--- config.mk ---
export PLATFORM = sky130hd
export DESIGN_NAME = mdio_link_watch
export DESIGN_NICKNAME = d
export VERILOG_FILES = /design/src/rtl/mdio_watch_pkg.sv /design/src/rtl/mdio_poll_seq.sv /design/src/rtl/mdio_phy_maps.sv /design/src/rtl/mdio_link_slot.sv /design/src/rtl/mdio_link_watch.sv
export SDC_FILE = /design/constraint.sdc
export NUM_CORES = 1
export LEC_CHECK = 0
export ABC_AREA = 1
export BUFFER_PORTS_ARGS = -buffer_cell sky130_fd_sc_hd__buf_2
export CORE_MARGIN = 2
export CORE_UTILIZATION = 51
export DETAILED_ROUTE_END_ITERATION = 12
export MAX_ROUTING_LAYER = met4
export PLACE_DENSITY_LB_ADDON = 0.25
export SLEW_MARGIN = 0
export SYNTH_ARGS = -nofsm -noshare
export SYNTH_HDL_FRONTEND = slang
export SYNTH_SLANG_ARGS = --single-unit
--- constraint.sdc ---
create_clock -name clk -period 1.5 [get_ports clk]
set_input_delay 0.3 -clock clk [delete_from_list [all_inputs] [get_ports clk]]
set_output_delay 0.3 -clock clk [all_outputs]
set_load 0.02 [all_outputs]
--- src/rtl/mdio_watch_pkg.sv ---
package mdio_watch_pkg;
  typedef enum logic {ST_REQ, ST_WAIT} poll_st_t;
endpackage

--- src/rtl/mdio_poll_seq.sv ---
module mdio_poll_seq
  import mdio_watch_pkg::*;
#(
  parameter int ADDR_W     = 5,
  parameter int REG_W      = 5,
  parameter int DATA_W     = 16,
  parameter int STATUS_REG = 1,
  parameter int LINK_BIT   = 2
) (
  input  logic              clk,
  input  logic              rst,
  output logic              req_valid,
  output logic [ADDR_W-1:0] req_addr,
  output logic [REG_W-1:0]  req_reg,
  input  logic              req_ack,
  input  logic              rsp_valid,
  input  logic              rsp_present,
  input  logic [DATA_W-1:0] rsp_data,
  output logic              done,
  output logic              res_present,
  output logic              res_link
);
  poll_st_t          state;
  logic [ADDR_W-1:0] cur_addr;

  always_ff @(posedge clk) begin
    if (rst) begin
      state    <= ST_REQ;
      cur_addr <= '0;
    end else begin
      case (state)
        ST_REQ:  if (req_ack) state <= ST_WAIT;
        ST_WAIT: if (rsp_valid) begin
          state    <= ST_REQ;
          cur_addr <= cur_addr + 1'b1;
        end
        default: state <= ST_REQ;
      endcase
    end
  end

  assign req_valid   = (state == ST_REQ);
  assign req_addr    = cur_addr;
  assign req_reg     = REG_W'(STATUS_REG);
  assign done        = (state == ST_WAIT) && rsp_valid;
  assign res_present = rsp_present;
  assign res_link    = rsp_present & rsp_data[LINK_BIT];
endmodule

--- src/rtl/mdio_phy_maps.sv ---
module mdio_phy_maps #(
  parameter int NUM_ADDR = 32,
  parameter int ADDR_W   = 5
) (
  input  logic                clk,
  input  logic                rst,
  input  logic                done,
  input  logic [ADDR_W-1:0]   res_addr,
  input  logic                res_present,
  input  logic                res_link,
  output logic [NUM_ADDR-1:0] alive_map,
  output logic [NUM_ADDR-1:0] link_map
);
  always_ff @(posedge clk) begin
    if (rst) begin
      alive_map <= '0;
      link_map  <= '0;
    end else if (done) begin
      alive_map[res_addr] <= res_present;
      link_map[res_addr]  <= res_link;
    end
  end
endmodule

--- src/rtl/mdio_link_slot.sv ---
module mdio_link_slot #(
  parameter int ADDR_W = 5
) (
  input  logic              clk,
  input  logic              rst,
  input  logic [ADDR_W-1:0] slot_addr,
  input  logic              slot_en,
  input  logic              clear,
  input  logic              done,
  input  logic [ADDR_W-1:0] res_addr,
  input  logic              res_link,
  output logic              evt
);
  logic              ref_valid;
  logic              ref_link;
  logic [ADDR_W-1:0] seen_addr;
  logic              hit;
  logic              change;

  assign hit    = done && slot_en && ref_valid && (seen_addr == slot_addr) && (res_addr == slot_addr);
  assign change = hit && (res_link != ref_link);

  always_ff @(posedge clk) begin
    if (rst) begin
      ref_valid <= 1'b0;
      ref_link  <= 1'b0;
      seen_addr <= '0;
      evt       <= 1'b0;
    end else begin
      seen_addr <= slot_addr;
      if (!slot_en || seen_addr != slot_addr) begin
        ref_valid <= 1'b0;
      end else if (done && res_addr == slot_addr) begin
        ref_valid <= 1'b1;
        ref_link  <= res_link;
      end
      if (change)     evt <= 1'b1;
      else if (clear) evt <= 1'b0;
    end
  end
endmodule

--- src/rtl/mdio_link_watch.sv ---
module mdio_link_watch #(
  parameter int NUM_ADDR   = 32,
  parameter int ADDR_W     = 5,
  parameter int REG_W      = 5,
  parameter int DATA_W     = 16,
  parameter int NUM_SLOTS  = 2,
  parameter int STATUS_REG = 1,
  parameter int LINK_BIT   = 2
) (
  input  logic                              clk,
  input  logic                              rst,
  output logic                              req_valid,
  output logic [ADDR_W-1:0]                 req_addr,
  output logic [REG_W-1:0]                  req_reg,
  input  logic                              req_ack,
  input  logic                              rsp_valid,
  input  logic                              rsp_present,
  input  logic [DATA_W-1:0]                 rsp_data,
  input  logic [NUM_SLOTS-1:0][ADDR_W-1:0]  slot_addr,
  input  logic [NUM_SLOTS-1:0]              slot_en,
  input  logic [NUM_SLOTS-1:0]              evt_clear,
  input  logic [NUM_SLOTS-1:0]              irq_en,
  output logic [NUM_ADDR-1:0]               alive_map,
  output logic [NUM_ADDR-1:0]               link_map,
  output logic [NUM_SLOTS-1:0]              evt,
  output logic                              irq
);
  logic done, res_present, res_link;

  mdio_poll_seq #(
    .ADDR_W(ADDR_W), .REG_W(REG_W), .DATA_W(DATA_W),
    .STATUS_REG(STATUS_REG), .LINK_BIT(LINK_BIT)
  ) u_seq (
    .clk(clk), .rst(rst),
    .req_valid(req_valid), .req_addr(req_addr), .req_reg(req_reg),
    .req_ack(req_ack), .rsp_valid(rsp_valid), .rsp_present(rsp_present),
    .rsp_data(rsp_data), .done(done), .res_present(res_present), .res_link(res_link)
  );

  mdio_phy_maps #(.NUM_ADDR(NUM_ADDR), .ADDR_W(ADDR_W)) u_maps (
    .clk(clk), .rst(rst), .done(done), .res_addr(req_addr),
    .res_present(res_present), .res_link(res_link),
    .alive_map(alive_map), .link_map(link_map)
  );

  for (genvar i = 0; i < NUM_SLOTS; i++) begin : g_slot
    mdio_link_slot #(.ADDR_W(ADDR_W)) u_slot (
      .clk(clk), .rst(rst), .slot_addr(slot_addr[i]), .slot_en(slot_en[i]),
      .clear(evt_clear[i]), .done(done), .res_addr(req_addr),
      .res_link(res_link), .evt(evt[i])
    );
  end

  always_ff @(posedge clk) begin
    if (rst) irq <= 1'b0;
    else     irq <= |(evt & irq_en);
  end
endmodule

==> metrics.txt, run 1 <==
diodes inserted=0; status=completed; final count of pins violating max slew=0; Hold Path Depth=3; Syn Inst Count=520; Post-synth EDFFs=0; residual DRC count=0; Core Region=a little under 0.007 sq mm; Final Power=4.48 mW; Finish-stage setup viols=0; met3 WL=approximately 470 um; Synth Area per Inst=7.08 sq um; Final period util=92.4%; Max Buffers Root-to-Sink=2; initial drt markers=91; first-pass GRT wire length=14,500 um; DR vias/cell=just under 5; highest metal used=met4; WHS=0.189 ns; antenna-violating nets left=0; Worst setup SP type=flop; RSZ-0062 raised after global routing=no; final instance area=roughly 0.0046 sq mm; setup_tns=0 ns; Post-Syn Area=0.00368 sq mm; DIE HEIGHT=89.0 um; RR Endpoint=u_maps.link_map[11]; most used flip-flop cell after synthesis=dfxtp_1; hold buffers post-CTS=0; vias in the first global route=3,283; Final Wtd Congestion=0.964; GRT overflow=0; Total Wirelength=8780 um; Crit Path Class=flop to flop; Max rail drop VDD=0.000532 V; PortBufs=94; die footprint=0.00791 sq mm; area grow syn2layout=23.8%; Worst EP required=~1.8 ns; Fin Clk Skew=0.00991 ns; Worst Setup End Kind=flop; Post-DP HPWL=between 6000 and 7000 um; largest net degree at the start of global routing=47; Synth area leader=dfxtp_1; fill count=647; Cell Count, Final, Fillers Out=roughly 720; GR Util All Layers=24.2%; CTS tree=done; worst skew pair latency=0.35 ns; Worst Hold Launch=slot_addr[8]; H-tree levels=3; Synth cell types=24; synth cell count leaders=125 x nor2_1, 87 x dfxtp_1, 86 x nand2_1; initial core utilization=53.3%; Min-Delay Endpoint=g_slot[1].u_slot.seen_addr[3]; drt pass-1 iters=4; worst endpoint data arrival time=around 1.7 ns; asr flop ratio synth=0%; R2R Path Start=u_seq.req_addr[0]; Inserted Clock Buffers=9; share of layout cells above drive strength 1=25.0%; reg-to-reg slack, setup=0.11 ns; P_leak=between 2 and 2.5 nW; die span in x=89.0 um; CTS sink cnt=87; row count=30; Max-Cap Viols=0; placed cells=705; routed len/inst=around 12 um; crit path max fanout=5; placed cell area=0.00432 sq mm; fmax=721 MHz; hold crit path type=input pin to flop; clock transition at the registers of the reported paths=about 0.090 ns; Tmin final=roughly 1.4 ns; clk root buf=clkbuf_8; Top Ports=115; initial antenna violation count=0; wire length on met1=4010 um; Worst R2R Path Depth=7; top cell type's share of synthesized area=47.3%; sequential area share after synthesis=47.3%; Power Density=983 mW/mm^2; DR vias=between 3,000 and 4,000; Seq cells post-synth=87; Fin. Hold Viols=0; ranking of synthesized cells by area=dfxtp_1 47%, nor2_1 13%, nand2_1 8.8%, o21ai_0 6.8%, a211oi_1 4.9%; most common cell in the netlist=nor2_1; DR WL met2=4160 um; Synth Warn #=0; fin nets=661
[power breakdown]
| group | total, mW | internal, mW | leakage [nW] | switching [mW] |
|---|---|---|---|---|
| clock network | 1.81 | 0.948 | 0.103 | 0.859 |
| logic | 0.323 | 0.110 | 1.46 | 0.213 |
| registers | 2.35 | 2.33 | 0.706 | 0.0147 |
| total | 4.48 | 3.39 | 2.27 | 1.09 |
[layer usage]
metal / GRT usage, % / up-vias
li1: - / 1830
met1: 29.2 / 1587
met2: 40.3 / 97
met3: 5.63 / 16
met4: 7.46 / 0
met5: - / -
[stage by stage]
step	worst slack [ns]	util, %
after detailed placement	0.0723	62.6
final	0.113	66.0
after CTS	0.0457	65.8
after floorplan	0.0114	-
after global placement	0.115	62.6
after global routing	0.00122	66.0
[timing repair]
item | in CTS | in global routing
setup buffers | 0 | 0
endpoints found under the setup margin | 0 | 31
gates resized for setup | 0 | 10
[critical path, cell delays in order (launching register included)]
cell	delay [ns]
dfxtp_2	0.39
ha_1	0.17
inv_1	0.05
nor2_2	0.16
inv_1	0.11
nor2_1	0.18
nor2_1	0.07
a211oi_1	0.17
[kinds of logic (layout without fill, tap and decap cells)]
logic type,after synthesis,count (layout),synth area share [%]
simple gates,245,245,26.7
compound gates,92,92,14.1
buf+inv,89,191,10.0
flops,87,87,47.3
fa+ha+maj,4,4,1.36
other cells,2,5,0.204
xor+xnor,1,1,0.238
[sequential cells by signal (all words and copies together) (netlist names)]
| name | count |
|---|---|
| g_slot.u_slot.seen_addr | 10 |
| g_slot.u_slot.evt | 2 |
| g_slot.u_slot.ref_valid | 2 |
| u_maps.link_map | 32 |
| u_seq.req_addr | 5 |
| irq | 1 |
| g_slot.u_slot.ref_link | 2 |
| u_seq.state | 1 |
| u_maps.alive_map | 32 |
[cells in the final DEF, fill, tap and decap left out, types with 7 or more instances in the layout]
cell / netlist / routed
clkbuf_8: 0 / 9
a21oi_1: 18 / 18
inv_1: 47 / 46
nor2_1: 125 / 123
o21ai_0: 50 / 49
dfxtp_1: 87 / 83
nand2_1: 86 / 86
nor2_2: 5 / 7
nand3_1: 9 / 9
buf_4: 8 / 14
a211oi_1: 24 / 24
nor3_1: 15 / 15
buf_2: 1 / 94
inv_2: 11 / 12
[how the worst max path moves through the flow]
stage	start	to	cells after the start
after floorplan	u_seq.req_addr[0]	u_maps.link_map[11]	7
after global placement	u_seq.req_addr[3]	u_maps.link_map[31]	6
after detailed placement	u_seq.req_addr[0]	u_maps.link_map[16]	7
after CTS	u_seq.req_addr[0]	u_maps.link_map[16]	7
after global routing	u_seq.req_addr[0]	u_maps.link_map[11]	7
final	u_seq.req_addr[0]	u_maps.link_map[11]	7
[area by class of cell]
class                   instances  area (sq um)  share of cell area (%)
clock inverters                 6          92.6                    2.03
multi-input cells             347          1590                    34.9
well taps                      96           120                    2.64
inverters                      64           245                    5.38
flip-flops and latches         87          1750                    38.3
repair buffers                111           636                    13.9
clock buffers                  10           128                    2.80
(Power assumes the default switching activity.)
==> inputs of run 2 (changes only) <==
- ABC_AREA: 1 -> default
- CORE_UTILIZATION: 51 -> 46
- clock period: 1.5 -> 1.24 ns (I/O delays scaled with it)
==> metrics.txt, run 2 <==
PortBufs=94 (unchanged); Max-Cap Viols=0 (unchanged); Max rail drop VDD=0.000667 V (was 0.000532 V); synth cell count leaders=87 x dfxtp_1, 84 x nand2_1, 58 x a21oi_1 (was 125 x nor2_1, 87 x dfxtp_1, 86 x nand2_1); hold crit path type=input pin to flop (unchanged); Fin. Hold Viols=0 (unchanged); Worst path max stage delay=0.46 ns (was 0.39 ns); Top Ports=115 (unchanged); Final Wtd Congestion=0.800 (was 0.964); Largest regs=u_maps.alive_map: 32 flops, u_maps.link_map: 32 flops, g_slot.u_slot.seen_addr: 10 flops (unchanged); Post-DP HPWL=6460 um (was 6400 um); Total Wirelength=11,400 um (was 8780 um); most common cell in the netlist=dfxtp_1 (was nor2_1); Synth Area per Inst=8.10 sq um (was 7.08 sq um); Post-synth EDFFs=0 (unchanged); R2R Path Start=u_seq.req_addr[4] (was u_seq.req_addr[0]); reg-to-reg slack, setup=-0.22 ns (was 0.11 ns); Core Util, Final=75.0% (was 66.0%); GR Util All Layers=23.8% (was 24.2%); worst setup path start=u_seq.req_addr[4] (was u_seq.req_addr[0]); routed len/inst=16.5 um (was 12.2 um); status=finished with violations (was completed); ranking of synthesized cells by area=dfxtp_1 48%, nand2_1 8.6%, a21oi_1 7.9%, nand3_1 5.2%, xor2_1 4.1% (was dfxtp_1 47%, nor2_1 13%, nand2_1 8.8%, o21ai_0 6.8%, a211oi_1 4.9%); fmax=685 MHz (was 721 MHz); residual DRC count=0 (unchanged); drt pass-1 iters=7 (was 4); Power Density=961 mW/mm^2 (was 983 mW/mm^2); initial antenna violation count=0 (unchanged); GRT overflow=0 (unchanged); DR vias/cell=5.47 (was 4.90); fill count=529 (was 647); Worst EP required=1.49 ns (was 1.76 ns); most common cell after layout, fill and taps aside=buf_2 (was nor2_1); initial core utilization=47.4% (was 53.3%); Worst Hold Launch=evt_clear[0] (was slot_addr[8]); clk root buf=clkbuf_8 (unchanged); Finish-stage setup viols=73 (was 0); setup_tns=-7.31 ns (was 0 ns); worst skew pair latency=0.36 ns (was 0.35 ns); final count of pins violating max slew=0 (unchanged); antenna-violating nets left=0 (unchanged); most frequent cells in the layout=90 x buf_2, 81 x dfxtp_1, 54 x nand2_1 (was 123 x nor2_1, 94 x buf_2, 86 x nand2_1); crit-path cells=buf_6 > buf_6 > nand3b_1 > buf_4 > o21ai_1 > a21oi_2 (was ha_1 > inv_1 > nor2_2 > inv_1 > nor2_1 > nor2_1 > a211oi_1); Synth cell types=34 (was 24); Max stage delay cell, worst path=dfxtp_4 (was dfxtp_2); RSZ-0062 raised after global routing=yes (was no); vias in the first global route=3,427 (was 3,283); Worst setup SP type=flop (unchanged); first-pass GRT wire length=16,000 um (was 14,500 um); die span in x=93.2 um (was 89.0 um); Tmin final=1.46 ns (was 1.39 ns); Core Region=0.00773 sq mm (was 0.00691 sq mm); Worst R2R Path Depth=6 (was 7); crit path max fanout=8 (was 5); RR Endpoint=u_maps.link_map[22] (was u_maps.link_map[11]); Int Pwr=4.25 mW (was 3.39 mW); Max Buffers Root-to-Sink=2 (unchanged); diodes inserted=0 (unchanged); worst endpoint data arrival time=1.71 ns (was 1.65 ns); WHS=0.0892 ns (was 0.189 ns); top cell type's share of synthesized area=47.6% (was 47.3%); Syn Inst Count=452 (was 520); hold buffers post-CTS=0 (unchanged); clock transition at the registers of the reported paths=0.09 ns (about the same); Synth Warn #=0 (unchanged); sequential power share=50.7% (was 52.4%); CTS sink cnt=87 (unchanged); Worst Slack Setup Final=-0.219 ns (was 0.113 ns); most used flip-flop cell after synthesis=dfxtp_1 (unchanged); Inserted Clock Buffers=9 (unchanged); Clk pwr share=40.5% (was 40.4%); Fin Clk Skew=0.0114 ns (was 0.00991 ns); Hold Path Depth=2 (was 3); Synth area leader=dfxtp_1 (unchanged); Min-Delay Endpoint=g_slot[0].u_slot.evt (was g_slot[1].u_slot.seen_addr[3]); Sw Ratio=23.6% (was 24.3%); largest net degree at the start of global routing=37 (was 47); Post-Syn Area=0.00366 sq mm (was 0.00368 sq mm); CTS tree=done (unchanged); area grow syn2layout=58.3% (was 23.8%); H-tree levels=3 (unchanged); die footprint=0.00869 sq mm (was 0.00791 sq mm); asr flop ratio synth=0% (unchanged); fin nets=626 (was 661); Switching Power=1.32 mW (was 1.09 mW); Final period util=118% (was 92.4%); DR vias=3,788 (was 3,530); share of layout cells above drive strength 1=53.1% (was 25.0%); DIE HEIGHT=93.2 um (was 89.0 um); P_leak=2.33 nW (was 2.27 nW); Comb pwr share=8.8% (was 7.2%); Seq cells post-synth=87 (unchanged); sequential area share after synthesis=47.6% (was 47.3%); Crit Path Class=flop to flop (unchanged); CP most frequent cell=buf_6; Worst Setup End Kind=flop (unchanged); row count=32 (was 30); initial drt markers=129 (was 91); failing checks=negative setup slack
==> run 2: layout make-up <==
cell class / count / area [sq um] / share of cell area [%]
multi-input combinational: 324 / 2400 / 41.5
sequential: 87 / 1760 / 30.4
clock inverter: 3 / 43.8 / 0.756
timing repair buffer: 157 / 1230 / 21.2
tap: 102 / 128 / 2.20
clock buffer: 13 / 191 / 3.30
inverter: 6 / 37.5 / 0.648
==> run 2: per-stage QoR <==
stage | area [sq um] | power, mW | setup slack [ns] | cells
6_report | 5800 | 5.57 | -0.219 | 692
5_1_grt | 5800 | 5.72 | -0.255 | 692
4_1_cts | 5170 | 5.54 | -0.135 | 676
3_5_place_dp | 4610 | 3.27 | -0.206 | 644
3_3_place_gp | 4610 | 3.26 | -0.127 | 644
2_1_floorplan | 3960 | 3.12 | -0.134 | 455
==> run 2: cell families after synthesis <==
| logic type | after synthesis | synth area share (%) |
|---|---|---|
| xor+xnor | 26 | 6.22 |
| fa+ha+maj | 4 | 1.37 |
| other cells | 2 | 0.205 |
| compound gates | 86 | 12.1 |
| simple gates | 189 | 23.2 |
| flops | 87 | 47.6 |
| buf+inv | 48 | 6.59 |
| mux | 10 | 2.73 |
==> run 2: metal layers <==
metal | wire [um] | GRT usage (%) | vias to the layer above | share of wire (%)
met3 | 583 | 3.06 | 40 | 5.1
met5 | 0 | - | - | 0
met2 | 5950 | 42.1 | 163 | 52
li1 | - | - | 1777 | -
met4 | 380 | 8.82 | 0 | 3.3
met1 | 4510 | 27.6 | 1808 | 39
==> run 2: worst max-delay path: cells and delay by family, from the launching register on <==
family,cells,cell delay (ns)
flops,1,0.46
buf+inv,3,0.45
compound gates,2,0.29
simple gates,1,0.15
==> run 2: how the worst max path moves through the flow <==
| stage | to | slack, ns | cells past startpoint |
|---|---|---|---|
| floorplan | u_maps.alive_map[31] | -0.13 | 7 |
| global placement | g_slot[0].u_slot.ref_link | -0.13 | 6 |
| detailed placement | u_maps.link_map[20] | -0.21 | 5 |
| CTS | u_maps.alive_map[17] | -0.13 | 6 |
| global route | u_maps.link_map[22] | -0.26 | 6 |
| finish | u_maps.link_map[22] | -0.22 | 6 |
==> run 2: timing repair <==
item	CTS	global route
pin swaps	22	47
buffers inserted	10	11
cloned	6	5
setup endpoints to repair	75	77
resized for setup	54	125
==> run 2: power by group through the flow <==
stage,combinational [mW],clock [mW],sequential (mW)
6_report,0.488,2.26,2.82
5_1_grt,0.520,2.38,2.83
4_1_cts,0.446,2.27,2.82
3_5_place_dp,0.380,0,2.89
3_3_place_gp,0.370,0,2.89
2_1_floorplan,0.223,0,2.90
==> inputs of run 3 (changes only) <==
- CORE_UTILIZATION: 46 -> 45
- CTS_BUF_LIST: default -> sky130_fd_sc_hd__clkbuf_8
==> metrics.txt, run 3 (same netlist as run 2, synthesis figures left out) <==
clock transition at the registers of the reported paths=0.09 ns (about the same); Worst EP required=1.53 ns (was 1.49 ns); Largest regs=u_maps.alive_map: 32 flops, u_maps.link_map: 32 flops, g_slot.u_slot.seen_addr: 10 flops (unchanged); GR Util met1=28.5% (was 27.6%); initial core utilization=46.9% (was 47.4%); Sw Ratio=23.6% (about the same); most frequent cells in the layout=89 x buf_2, 80 x dfxtp_1, 47 x nand2_1 (was 90 x buf_2, 81 x dfxtp_1, 54 x nand2_1); placed cells=641 (was 644); Cell Count, Final, Fillers Out=676 (was 692); Inserted Clock Buffers=9 (unchanged); grt peak-use layer=met2 (unchanged); crit-path cells=xor2_1 > nor4_1 > nand3_1 > nor2_2 > mux2i_1 (was buf_6 > buf_6 > nand3b_1 > buf_4 > o21ai_1 > a21oi_2); P_leak=2.23 nW (was 2.33 nW); Worst Slack Setup Final=-0.162 ns (was -0.219 ns); Fin. Hold Viols=0 (unchanged); met3 Usage GRT=6.66% (was 3.06%); Clk pwr share=42.1% (was 40.5%); die footprint=0.00888 sq mm (was 0.00869 sq mm); Comb pwr share=8.0% (was 8.8%); hold crit path type=input pin to flop (unchanged); Post-DP HPWL=6350 um (was 6460 um); DR vias=3,611 (was 3,788); failing checks=negative setup slack (unchanged); DIE HEIGHT=94.2 um (was 93.2 um); Max Buffers Root-to-Sink=2 (unchanged); GRT overflow=0 (unchanged); area grow syn2layout=53.4% (was 58.3%); initial drt markers=127 (was 129); worst slack at placement=-0.180 ns (was -0.206 ns); Switching Power=1.34 mW (was 1.32 mW); fin nets=610 (was 626); row count=32 (unchanged); first-pass GRT wire length=16,900 um (was 16,000 um); Crit Path Class=flop to flop (unchanged); worst endpoint data arrival time=1.69 ns (was 1.71 ns); clk root buf=clkbuf_8 (unchanged); die span in x=94.2 um (was 93.2 um); initial antenna violation count=0 (unchanged); most common cell after layout, fill and taps aside=buf_2 (unchanged); Max-Cap Viols=0 (unchanged); Top Ports=115 (unchanged); RSZ-0062 raised after global routing=yes (unchanged); antenna-violating nets left=0 (unchanged); Final Power=5.67 mW (was 5.57 mW); Fin Clk Skew=0.0144 ns (was 0.0114 ns); vias in the first global route=3,558 (was 3,427); final count of pins violating max slew=0 (unchanged); Core Region=0.00781 sq mm (was 0.00773 sq mm); Worst setup SP type=flop (unchanged); Tmin final=1.40 ns (was 1.46 ns); multi-input logic area=0.00239 sq mm (was 0.00240 sq mm); Power Density=1010 mW/mm^2 (was 961 mW/mm^2); largest net degree at the start of global routing=38 (was 37); residual DRC count=0 (unchanged); Total Wirelength=10,800 um (was 11,400 um); PortBufs=94 (unchanged); Worst Setup End Kind=flop (unchanged); drt pass-1 iters=4 (was 7); share of layout cells above drive strength 1=51.9% (was 53.1%); fill count=619 (was 529); CTS tree=done (unchanged); diodes inserted=0 (unchanged); crit path max fanout=5 (was 8); Final period util=113% (was 118%); CTS sink cnt=87 (unchanged); setup_tns=-5.11 ns (was -7.31 ns); Worst path max stage delay=0.38 ns (was 0.46 ns); Final Wtd Congestion=0.824 (was 0.800); status=finished with violations (unchanged); sequential power share=49.8% (was 50.7%); grt met2 use=43.0% (was 42.1%); GR Util All Layers=25.0% (was 23.8%); Finish-stage setup viols=68 (was 73); H-tree levels=3 (unchanged); Max rail drop VDD=0.000609 V (was 0.000667 V); DR vias/cell=5.34 (was 5.47); routed len/inst=16.0 um (was 16.5 um); Register Area=0.00177 sq mm (was 0.00176 sq mm); Max stage delay cell, worst path=dfxtp_4 (unchanged); Int Pwr=4.34 mW (was 4.25 mW); fmax=713 MHz (was 685 MHz); worst skew pair latency=0.37 ns (was 0.36 ns)
[run 3: repair_timing]
| item | in CTS | in global routing |
|---|---|---|
| cloned | 10 | 0 |
| hold buffers | 0 | 0 |
| setup buffers | 10 | 2 |
| gates resized for setup | 106 | 73 |
| setup endpoints to repair | 75 | 77 |
| pin swaps | 66 | 39 |
[run 3: worst max-delay path: cells and delay by family, from the launching register on]
| kind | cells | cell delay [ns] |
|---|---|---|
| and+or+nand+nor | 3 | 0.61 |
| muxes | 1 | 0.19 |
| xor gates and xnor gates | 1 | 0.14 |
| DFF | 1 | 0.38 |
[run 3: layout make-up]
type / instances / share of cell area, %
clock buffers: 9 / 2.21
clock inverters: 7 / 2.12
multi-input cells: 324 / 42.6
flip-flops and latches: 87 / 31.4
well taps: 102 / 2.27
inverters: 6 / 0.624
repair buffers: 141 / 18.7
[run 3: path summary, 6_finish.rpt]
check             slack, ns  cells after the start                         to           startpoint
setup / recovery      -0.16                      5  g_slot[1].u_slot.ref_link    u_seq.req_addr[2]
hold / removal         0.10                      2       g_slot[0].u_slot.evt         evt_clear[0]
hold reg to reg        0.46                      2        u_maps.link_map[18]  u_maps.link_map[18]
setup reg to reg      -0.16                      5  g_slot[1].u_slot.ref_link    u_seq.req_addr[2]
[run 3: per-layer routing]
layer  wire, um  share of wire [%]
met1       4440                 41
met2       5620                 52
met3        605                5.6
met4        131                1.2
met5          0                  0
[run 3: metrics by stage]
stage	instance area, sq um	util (%)	hold WS, ns
2_1_floorplan	3960	-	0.366
3_3_place_gp	4590	58.7	0.438
3_5_place_dp	4590	58.7	0.445
4_1_cts	5400	69.2	0.0836
5_1_grt	5620	71.9	0.0784
6_report	5620	71.9	0.103
[run 3: power by group through the flow]
| stage | Combinational, mW | Sequential (mW) | Clock (mW) |
|---|---|---|---|
| 4_1_cts | 0.430 | 2.83 | 2.42 |
| 5_1_grt | 0.489 | 2.83 | 2.55 |
| 2_1_floorplan | 0.223 | 2.90 | 0 |
| 3_5_place_dp | 0.365 | 2.89 | 0 |
| 3_3_place_gp | 0.357 | 2.89 | 0 |
| 6_report | 0.456 | 2.83 | 2.39 |
